## src/rtl/pcm_slot_pkg.sv

```systemverilog
`timescale 1ns/1ps
package pcm_slot_pkg;

    typedef struct packed {
        logic wide;
        logic dbl;
        logic early_rel;
    } pcm_mode_t;

    // Clock cycles occupied by one sample for the given mode
    function automatic int unsigned span_cycles(input pcm_mode_t m,
                                                input int unsigned narrow_w,
                                                input int unsigned wide_w);
        int unsigned bits;
        bits = m.wide ? wide_w : narrow_w;
        return m.dbl ? bits * 2 : bits;
    endfunction

endpackage

```

## src/rtl/pcm_frame_counter.sv

```systemverilog
`timescale 1ns/1ps
module pcm_frame_counter #(
    parameter int CNT_W = 10
) (
    input  logic             pclk,
    input  logic             rst_n,
    input  logic             fsync,
    output logic [CNT_W-1:0] cnt_q,
    output logic [CNT_W-1:0] cnt_d,
    output logic             live_q,
    output logic             live_d
);
    localparam logic [CNT_W-1:0] CNT_MAX = '1;

    typedef struct packed {
        logic             fs_prev;
        logic [CNT_W-1:0] cnt;
    } cnt_state_t;

    cnt_state_t s_q, s_d;

    always_comb begin
        s_d         = s_q;
        s_d.fs_prev = fsync;
        if (fsync && !s_q.fs_prev) begin
            s_d.cnt = '0;
        end else if (s_q.cnt != CNT_MAX) begin
            s_d.cnt = s_q.cnt + 1'b1;
        end
    end

    always_ff @(posedge pclk or negedge rst_n) begin
        if (!rst_n) begin
            s_q.fs_prev <= 1'b0;
            s_q.cnt     <= CNT_MAX;
        end else begin
            s_q <= s_d;
        end
    end

    // The all-ones value is the parked state and never starts a slot
    assign cnt_q  = s_q.cnt;
    assign cnt_d  = s_d.cnt;
    assign live_q = (s_q.cnt != CNT_MAX);
    assign live_d = (s_d.cnt != CNT_MAX);

endmodule

```

## src/rtl/pcm_tx_shifter.sv

```systemverilog
`timescale 1ns/1ps
module pcm_tx_shifter
    import pcm_slot_pkg::*;
#(
    parameter int SAMPLE_W = 16,
    parameter int NARROW_W = 8
) (
    input  logic                pclk,
    input  logic                rst_n,
    input  pcm_mode_t           mode,
    input  logic                go,
    input  logic [SAMPLE_W-1:0] tx_sample,
    input  logic                tx_load,
    output logic                dtx,
    output logic                dtx_oe
);
    localparam int CYC_W = $clog2(2 * SAMPLE_W) + 1;
    localparam int PAD_W = SAMPLE_W - NARROW_W;

    typedef struct packed {
        logic [SAMPLE_W-1:0] hold;
        logic [SAMPLE_W-1:0] sh;
        logic [CYC_W-1:0]    k;
        logic                busy;
    } tx_state_t;

    tx_state_t        s_q, s_d;
    logic [CYC_W-1:0] total;
    logic             last;
    logic             cut_q;

    always_comb begin
        total = CYC_W'(span_cycles(mode, NARROW_W, SAMPLE_W));
        last  = s_q.busy && (s_q.k == total - 1'b1);
        s_d   = s_q;
        if (tx_load) begin
            s_d.hold = tx_sample;
        end
        if (go) begin
            s_d.sh   = mode.wide ? s_q.hold
                                 : {s_q.hold[NARROW_W-1:0], {PAD_W{1'b0}}};
            s_d.k    = '0;
            s_d.busy = 1'b1;
        end else if (s_q.busy) begin
            s_d.k = s_q.k + 1'b1;
            if (last) begin
                s_d.busy = 1'b0;
            end
            // In double-clock timing the bit advances after its second cycle
            if (!mode.dbl || s_q.k[0]) begin
                s_d.sh = {s_q.sh[SAMPLE_W-2:0], 1'b0};
            end
        end
    end

    always_ff @(posedge pclk or negedge rst_n) begin
        if (!rst_n) begin
            s_q <= '0;
        end else begin
            s_q <= s_d;
        end
    end

    // Falling-edge stage that cuts the driver half a cycle early
    always_ff @(negedge pclk or negedge rst_n) begin
        if (!rst_n) begin
            cut_q <= 1'b0;
        end else begin
            cut_q <= last && mode.early_rel;
        end
    end

    assign dtx_oe = s_q.busy && !cut_q;
    assign dtx    = dtx_oe && s_q.sh[SAMPLE_W-1];

endmodule

```

## src/rtl/pcm_rx_shifter.sv

```systemverilog
`timescale 1ns/1ps
module pcm_rx_shifter
    import pcm_slot_pkg::*;
#(
    parameter int SAMPLE_W = 16,
    parameter int NARROW_W = 8
) (
    input  logic                pclk,
    input  logic                rst_n,
    input  pcm_mode_t           mode,
    input  logic                go,
    input  logic                drx,
    output logic [SAMPLE_W-1:0] rx_sample,
    output logic                rx_valid
);
    localparam int CYC_W = $clog2(2 * SAMPLE_W) + 1;

    typedef struct packed {
        logic [SAMPLE_W-1:0] sh;
        logic [SAMPLE_W-1:0] sample;
        logic [CYC_W-1:0]    k;
        logic                busy;
        logic                valid;
    } rx_state_t;

    rx_state_t           s_q, s_d;
    logic [CYC_W-1:0]    total;
    logic [SAMPLE_W-1:0] shift_in;
    logic [SAMPLE_W-1:0] sh_new;
    logic                drx_n_q;

    // Data pin taken mid-cycle on the falling edge
    always_ff @(negedge pclk or negedge rst_n) begin
        if (!rst_n) begin
            drx_n_q <= 1'b0;
        end else begin
            drx_n_q <= drx;
        end
    end

    always_comb begin
        total    = CYC_W'(span_cycles(mode, NARROW_W, SAMPLE_W));
        shift_in = {s_q.sh[SAMPLE_W-2:0], drx_n_q};
        sh_new   = s_q.sh;
        s_d      = s_q;
        s_d.valid = 1'b0;
        if (go) begin
            s_d.sh   = shift_in;
            s_d.k    = CYC_W'(1);
            s_d.busy = 1'b1;
        end else if (s_q.busy) begin
            // Double-clock timing keeps only the first cycle of each bit
            if (!mode.dbl || !s_q.k[0]) begin
                sh_new = shift_in;
            end
            s_d.sh = sh_new;
            s_d.k  = s_q.k + 1'b1;
            if (s_q.k == total - 1'b1) begin
                s_d.busy   = 1'b0;
                s_d.valid  = 1'b1;
                s_d.sample = mode.wide ? sh_new
                                       : SAMPLE_W'(sh_new[NARROW_W-1:0]);
            end
        end
    end

    always_ff @(posedge pclk or negedge rst_n) begin
        if (!rst_n) begin
            s_q <= '0;
        end else begin
            s_q <= s_d;
        end
    end

    assign rx_sample = s_q.sample;
    assign rx_valid  = s_q.valid;

endmodule

```

## src/rtl/pcm_slot_port.sv

```systemverilog
`timescale 1ns/1ps
module pcm_slot_port
    import pcm_slot_pkg::*;
#(
    parameter int CNT_W    = 10,
    parameter int SAMPLE_W = 16,
    parameter int NARROW_W = 8
) (
    input  logic                pclk,
    input  logic                rst_n,
    input  logic                fsync,
    input  logic                drx,
    input  logic                cfg_wide,
    input  logic                cfg_dbl,
    input  logic                cfg_early_rel,
    input  logic [CNT_W-1:0]    tx_start,
    input  logic [CNT_W-1:0]    rx_start,
    input  logic [SAMPLE_W-1:0] tx_sample,
    input  logic                tx_load,
    output logic                dtx,
    output logic                dtx_oe,
    output logic [SAMPLE_W-1:0] rx_sample,
    output logic                rx_valid
);
    pcm_mode_t        mode;
    logic [CNT_W-1:0] cnt_q;
    logic [CNT_W-1:0] cnt_d;
    logic             live_q;
    logic             live_d;
    logic             tx_go;
    logic             rx_go;

    assign mode = '{wide: cfg_wide, dbl: cfg_dbl, early_rel: cfg_early_rel};

    pcm_frame_counter #(.CNT_W(CNT_W)) u_cnt (
        .pclk   (pclk),
        .rst_n  (rst_n),
        .fsync  (fsync),
        .cnt_q  (cnt_q),
        .cnt_d  (cnt_d),
        .live_q (live_q),
        .live_d (live_d)
    );

    // Transmit compares the upcoming count so the MSB leaves at that count;
    // receive compares the present count and shifts at its closing edge.
    assign tx_go = live_d && (cnt_d == tx_start);
    assign rx_go = live_q && (cnt_q == rx_start);

    pcm_tx_shifter #(.SAMPLE_W(SAMPLE_W), .NARROW_W(NARROW_W)) u_tx (
        .pclk      (pclk),
        .rst_n     (rst_n),
        .mode      (mode),
        .go        (tx_go),
        .tx_sample (tx_sample),
        .tx_load   (tx_load),
        .dtx       (dtx),
        .dtx_oe    (dtx_oe)
    );

    pcm_rx_shifter #(.SAMPLE_W(SAMPLE_W), .NARROW_W(NARROW_W)) u_rx (
        .pclk      (pclk),
        .rst_n     (rst_n),
        .mode      (mode),
        .go        (rx_go),
        .drx       (drx),
        .rx_sample (rx_sample),
        .rx_valid  (rx_valid)
    );

endmodule

```

## config.mk

```make
export PLATFORM = sky130hd
export DESIGN_NAME = pcm_slot_port
export DESIGN_NICKNAME = d
export VERILOG_FILES = /design/src/rtl/pcm_slot_pkg.sv /design/src/rtl/pcm_frame_counter.sv /design/src/rtl/pcm_tx_shifter.sv /design/src/rtl/pcm_rx_shifter.sv /design/src/rtl/pcm_slot_port.sv
export SDC_FILE = /design/constraint.sdc
export NUM_CORES = 1
export LEC_CHECK = 0
export BUFFER_PORTS_ARGS = -buffer_cell sky130_fd_sc_hd__clkbuf_2
export CELL_PAD_IN_SITES_DETAIL_PLACEMENT = 1
export CELL_PAD_IN_SITES_GLOBAL_PLACEMENT = 1
export CORE_MARGIN = 1
export CORE_UTILIZATION = 48
export CTS_BUF_LIST = sky130_fd_sc_hd__clkbuf_8
export CTS_CLUSTER_DIAMETER = 120
export DETAILED_ROUTE_END_ITERATION = 10
export PLACE_DENSITY = 0.88
export SLEW_MARGIN = 20
export SYNTH_ARGS = -nofsm -noshare
export SYNTH_HDL_FRONTEND = slang
export SYNTH_SLANG_ARGS = --single-unit
```

## constraint.sdc

```tcl
create_clock -name pclk -period 3.4 [get_ports pclk]
set_clock_uncertainty 0.1 [all_clocks]
set_input_delay 0.34 -clock pclk [delete_from_list [all_inputs] [get_ports pclk]]
set_output_delay 0.34 -clock pclk [all_outputs]
set_load 0.01 [all_outputs]
```

# Word level (Yosys, flattened, before mapping)
# Index checks and enable logic that the tools add are counted.
# W data, S select, Z words.
[totals]
wordCells = 59
output_inout_bits = 19
regBits = 92
inputBits = 44
[classes]
muxes = 17
eq_ne = 6
add_sub_neg = 4
n_bitwise = 1
reduce_logical = 18
[op_table]
columns = ["operator", "n"]
rows = [
  ["$mux W16", 6],
  ["$mux W23", 2],
  ["$mux W40", 1],
  ["$eq A10 B10 Y1", 2],
  ["$mux W10", 2],
  ["$ne A10 B10 Y1 const B", 2],
  ["$add A6 B1 Y6 const B", 2],
  ["$eq A6 B6 Y1", 2],
  ["$add A10 B1 Y10 const B", 1],
  ["$logic_and A1 B1 Y1", 7],
  ["$mux W7", 1],
  ["$mux W6", 1],
  ["$reduce_bool A2 Y1", 3],
  ["$sub A6 B1 Y6 const B", 1],
  ["$mux W5", 1],
  ["$logic_not A1 Y1", 4],
  ["$reduce_and A3 Y1", 1],
  ["$logic_or A1 B1 Y1", 2],
  ["$mux W1", 2],
  ["$mux W2", 1],
  ["$reduce_and A2 Y1", 1],
  ["$not A1 Y1", 1],
]

# Depth between registers and ports, before layout
[logic_depth]
ltp_word = 8
ltp_mapped = 10
mapped_depth_nobuf = 8

# By module
# From an unflattened synthesis, not the netlist that was laid out.
[unflattened]
hier_cells = 422
area_unflattened_um2 = 4933.5
[modules_own_cells]
columns = ["mod", "area_per_inst_um2", "seq_area_each_um2", "n_inst", "cells_per_inst"]
rows = [
  ["pcm_rx_shifter", 2038.2, 1026.0, 1, 177],
  ["pcm_tx_shifter", 1939.4, 1001.0, 1, 140],
  ["pcm_frame_counter", 725.7, 287.8, 1, 77],
  ["pcm_slot_port", 230.2, 0.0, 1, 28],
]

==> implementation parameters <==
Parameter                              Value

Synth
  Synthesized netlist net count    517
  Share of async-settable or async-resettable flops after synthesis    1.00
  Most instantiated library cell after synthesis    sky130_fd_sc_hd__dfrtp_1
  Distinct cell type count of the synthesized netlist    59
  Gate count of the mapped netlist    470
  Post-synth EDFFs    0
  Synthesized area per cell    10.8 µm²
  Sequential element share of the synthesized area    0.455
  Number of warning messages in the yosys log    0
  Cells taking the most area after synthesis    sky130_fd_sc_hd__dfrtp_1 39%, sky130_fd_sc_hd__mux2_2 11%, sky130_fd_sc_hd__mux2i_1 8.3%
  Share of the synthesized area in the top cell type    0.394
  Cell taking the most area after synthesis    sky130_fd_sc_hd__dfrtp_1
  Top post-synthesis cells by count    80 x sky130_fd_sc_hd__dfrtp_1, 65 x sky130_fd_sc_hd__nand2_1, 49 x sky130_fd_sc_hd__mux2_2, 42 x sky130_fd_sc_hd__mux2i_1, 20 x sky130_fd_sc_hd__buf_4
  Main synth FF type    sky130_fd_sc_hd__dfrtp_1
  Synthesis-stage register bit count    roughly 90
  Area of the mapped netlist    ~0.005 mm²

Detailed routing
  Aggregate routed wire length    11700 µm
  DR DRC count    0
  Number of search-and-repair iterations in the first detailed-routing pass    4
  Sum of met2 wire segment lengths after detailed routing    6070 µm
  Routed length per placed instance    18.0 µm
  Total length of routed met3 wires    roughly 360 µm
  Via Count    3638
  Final ANT Viol Nets    0
  Ratio of routed vias to standard cells    ~5.6
  DRC marker count from the first detailed-route iteration    113
  Metal-1 WL    about 5100 µm
  Highest layer used for signal routing    met4

Critical path
  Cell with the largest stage delay on the worst path    sky130_fd_sc_hd__dfrtn_1
  Required time of the critical path    2960 ps
  Cell chain of the critical path    nor2b_1 -> and2_1 -> clkbuf_2
  Data arrival time at the worst-slack endpoint    roughly 2900 ps
  Class of the most critical setup path    reg2out
  Biggest cell delay along the critical path    340 ps
  Critical-path maximum fanout    2
  Capturing element type of the critical path    output port
  Sort of element at the start of the critical path    flop

Placement
  Input/output buffers    62
  Number of cells in the design after placement    631
  Placer congestion estimate    around 0.88
  Half-perimeter wire length after detailed placement    8420 µm
  Setup WS pre-CTS    152 ps

STA
  Final critical-path setup slack    113 ps
  Unrepaired setup endpoints after global routing    false
  Pin slew with the least headroom to its limit    roughly 870 ps
  Worst-case headroom to the max-slew limit    0.422
  Final TNS setup    0 ps
  Final setup viols    0
  Final Hold Violating Endpoints    0
  Slew Limit Fails    0

Clock tree
  TritonCTS clock tree    done
  Clock network latency to the later pin of the worst-skew pair    370 ps
  Number of setup buffers added after CTS    0
  Number of buffers created by CTS    9
  Clock Path Buffers    2
  Buffer type at the clock tree root    sky130_fd_sc_hd__clkbuf_8
  Clock slew at the register clock pins of the worst setup and hold paths    110 ps
  Maximum level of the CTS H-tree    3
  Sinks on the clock net    92

Run status
  Outcome    completed

Global routing
  Sum of overflow across all layers after global routing    0
  Largest net degree at the start of global routing    71
  Global-route wire length before repair    19600 µm
  Antenna violations before repair    0
  Via count of the first global-routing pass    slightly below 4000
  GRT Total Usage    0.226

Floorplan
  Area enclosed by the die boundary    0.0110 mm²
  Initial core utilization    0.495
  X dimension of the die    ~100 µm
  Io pins    63
  Floorplan row count    37
  Core Area    0.0103 mm²
  Vertical die dimension    105 µm

Power and ir drop
  Standby leakage power    between 2 and 3 nW
  Peak supply drop    241 µV
  Pwr/cell area    about 630 mW/mm²

Final layout
  Non-filler cells in the finished layout    650
  Antenna diodes    0
  Relative area change from synthesis to final layout    9.85%
  Net count, final    556
  Layout cells sized above 1    0.311

Run
  # Max-Cap Violations    0

Min path
  Class of the worst hold path    in2reg
worst max-delay path: cells and delay by family, from the launching register on:
kind                   cells  cell delay (ps)
buffers and inverters      1              120
DFF                        1              340
and+or+nand+nor            2              330
timing repair:
| item | CTS | global route |
|---|---|---|
| hold endpoints to repair | 14 | 0 |
| resized for setup | 0 | 1 |
| hold buffers | 2 | 0 |
| endpoints found under the setup margin | 0 | 13 |
state kept, by name, indices dropped and copies added, names as in the netlist:
register        cells
u_rx.rx_valid       1
u_rx.s_q           23
u_tx.cut_q          1
u_rx.rx_sample     16
u_rx.drx_n_q        1
u_cnt.cnt_q        10
u_tx.s_q           39
u_cnt.s_q           1
final timing paths:
path	slack (ps)	start	end	depth (start not counted)
min reg2reg	420	u_rx.rx_sample[12]	u_rx.rx_sample[12]	1
max in group asynchronous	1000	rst_n	u_rx.drx_n_q	2
min	90	tx_sample[14]	u_tx.s_q[37]	2
min in group asynchronous	330	rst_n	u_tx.s_q[34]	2
max reg2reg	190	u_cnt.cnt_q[0]	u_tx.s_q[18]	8
max	110	u_tx.cut_q	dtx	3
final cells by class:
| cell class | instances | area, µm² |
|---|---|---|
| fill | 1139 | 4690 |
| tap | 136 | 170 |
| clock inverter | 7 | 76.3 |
| inverter | 12 | 45.0 |
| sequential | 92 | 2310 |
| multi-input combinational | 322 | 2460 |
| clock buffer | 9 | 124 |
| timing repair buffer | 72 | 393 |
routing by layer:
layer / up-vias / global-route usage
met2: 77 / 0.392
li1: 1703 / -
met4: 0 / 0.0684
met1: 1843 / 0.286
met5: - / 0
met3: 15 / 0.0405
power breakdown:
part           leakage, nW  internal [mW]  switching [mW]
Combinational         1.48          0.519           0.516
Sequential            1.15           1.40           0.303
Clock                0.103          0.293           0.463
cell usage in the layout (no fill, tap or decap), types with 3 or more instances in the layout:
master	instances
sky130_fd_sc_hd__inv_8	3
sky130_fd_sc_hd__o211ai_1	4
sky130_fd_sc_hd__nor2_1	19
sky130_fd_sc_hd__buf_4	9
sky130_fd_sc_hd__dfstp_2	10
sky130_fd_sc_hd__xor2_1	8
sky130_fd_sc_hd__nor4_1	4
sky130_fd_sc_hd__nand2b_1	8
sky130_fd_sc_hd__nand4_1	9
sky130_fd_sc_hd__nand3_1	8
sky130_fd_sc_hd__o21ai_0	6
sky130_fd_sc_hd__ha_1	3
sky130_fd_sc_hd__clkbuf_8	9
sky130_fd_sc_hd__xnor2_1	18
sky130_fd_sc_hd__mux2_2	49
sky130_fd_sc_hd__dfrtp_1	80
sky130_fd_sc_hd__a21boi_0	8
sky130_fd_sc_hd__mux2i_1	42
sky130_fd_sc_hd__nand4_4	3
sky130_fd_sc_hd__and2_1	11
sky130_fd_sc_hd__nor3_1	5
sky130_fd_sc_hd__a31oi_1	4
sky130_fd_sc_hd__a21oi_1	6
sky130_fd_sc_hd__inv_1	12
sky130_fd_sc_hd__nor2b_1	4
sky130_fd_sc_hd__clkbuf_2	61
sky130_fd_sc_hd__nand2_1	65
through the flow:
stage | utilization | hold WS, ps | power, mW | instance area (µm²)
floorplan | - | -55.6 | 2.49 | 5080
global placement | 0.520 | 166 | 2.65 | 5340
detailed placement | 0.520 | 172 | 2.76 | 5340
CTS | 0.541 | 81.4 | 3.51 | 5560
global route | 0.543 | 80.3 | 3.72 | 5580
finish | 0.543 | 95.0 | 3.49 | 5580
kinds of logic after synthesis:
family          synth area share
simple gates               0.154
mux                        0.193
flops                      0.455
buf+inv                   0.0647
compound gates            0.0800
xor+xnor                  0.0448
fa+ha+maj                0.00738
Power figures use the tool's default switching activity.
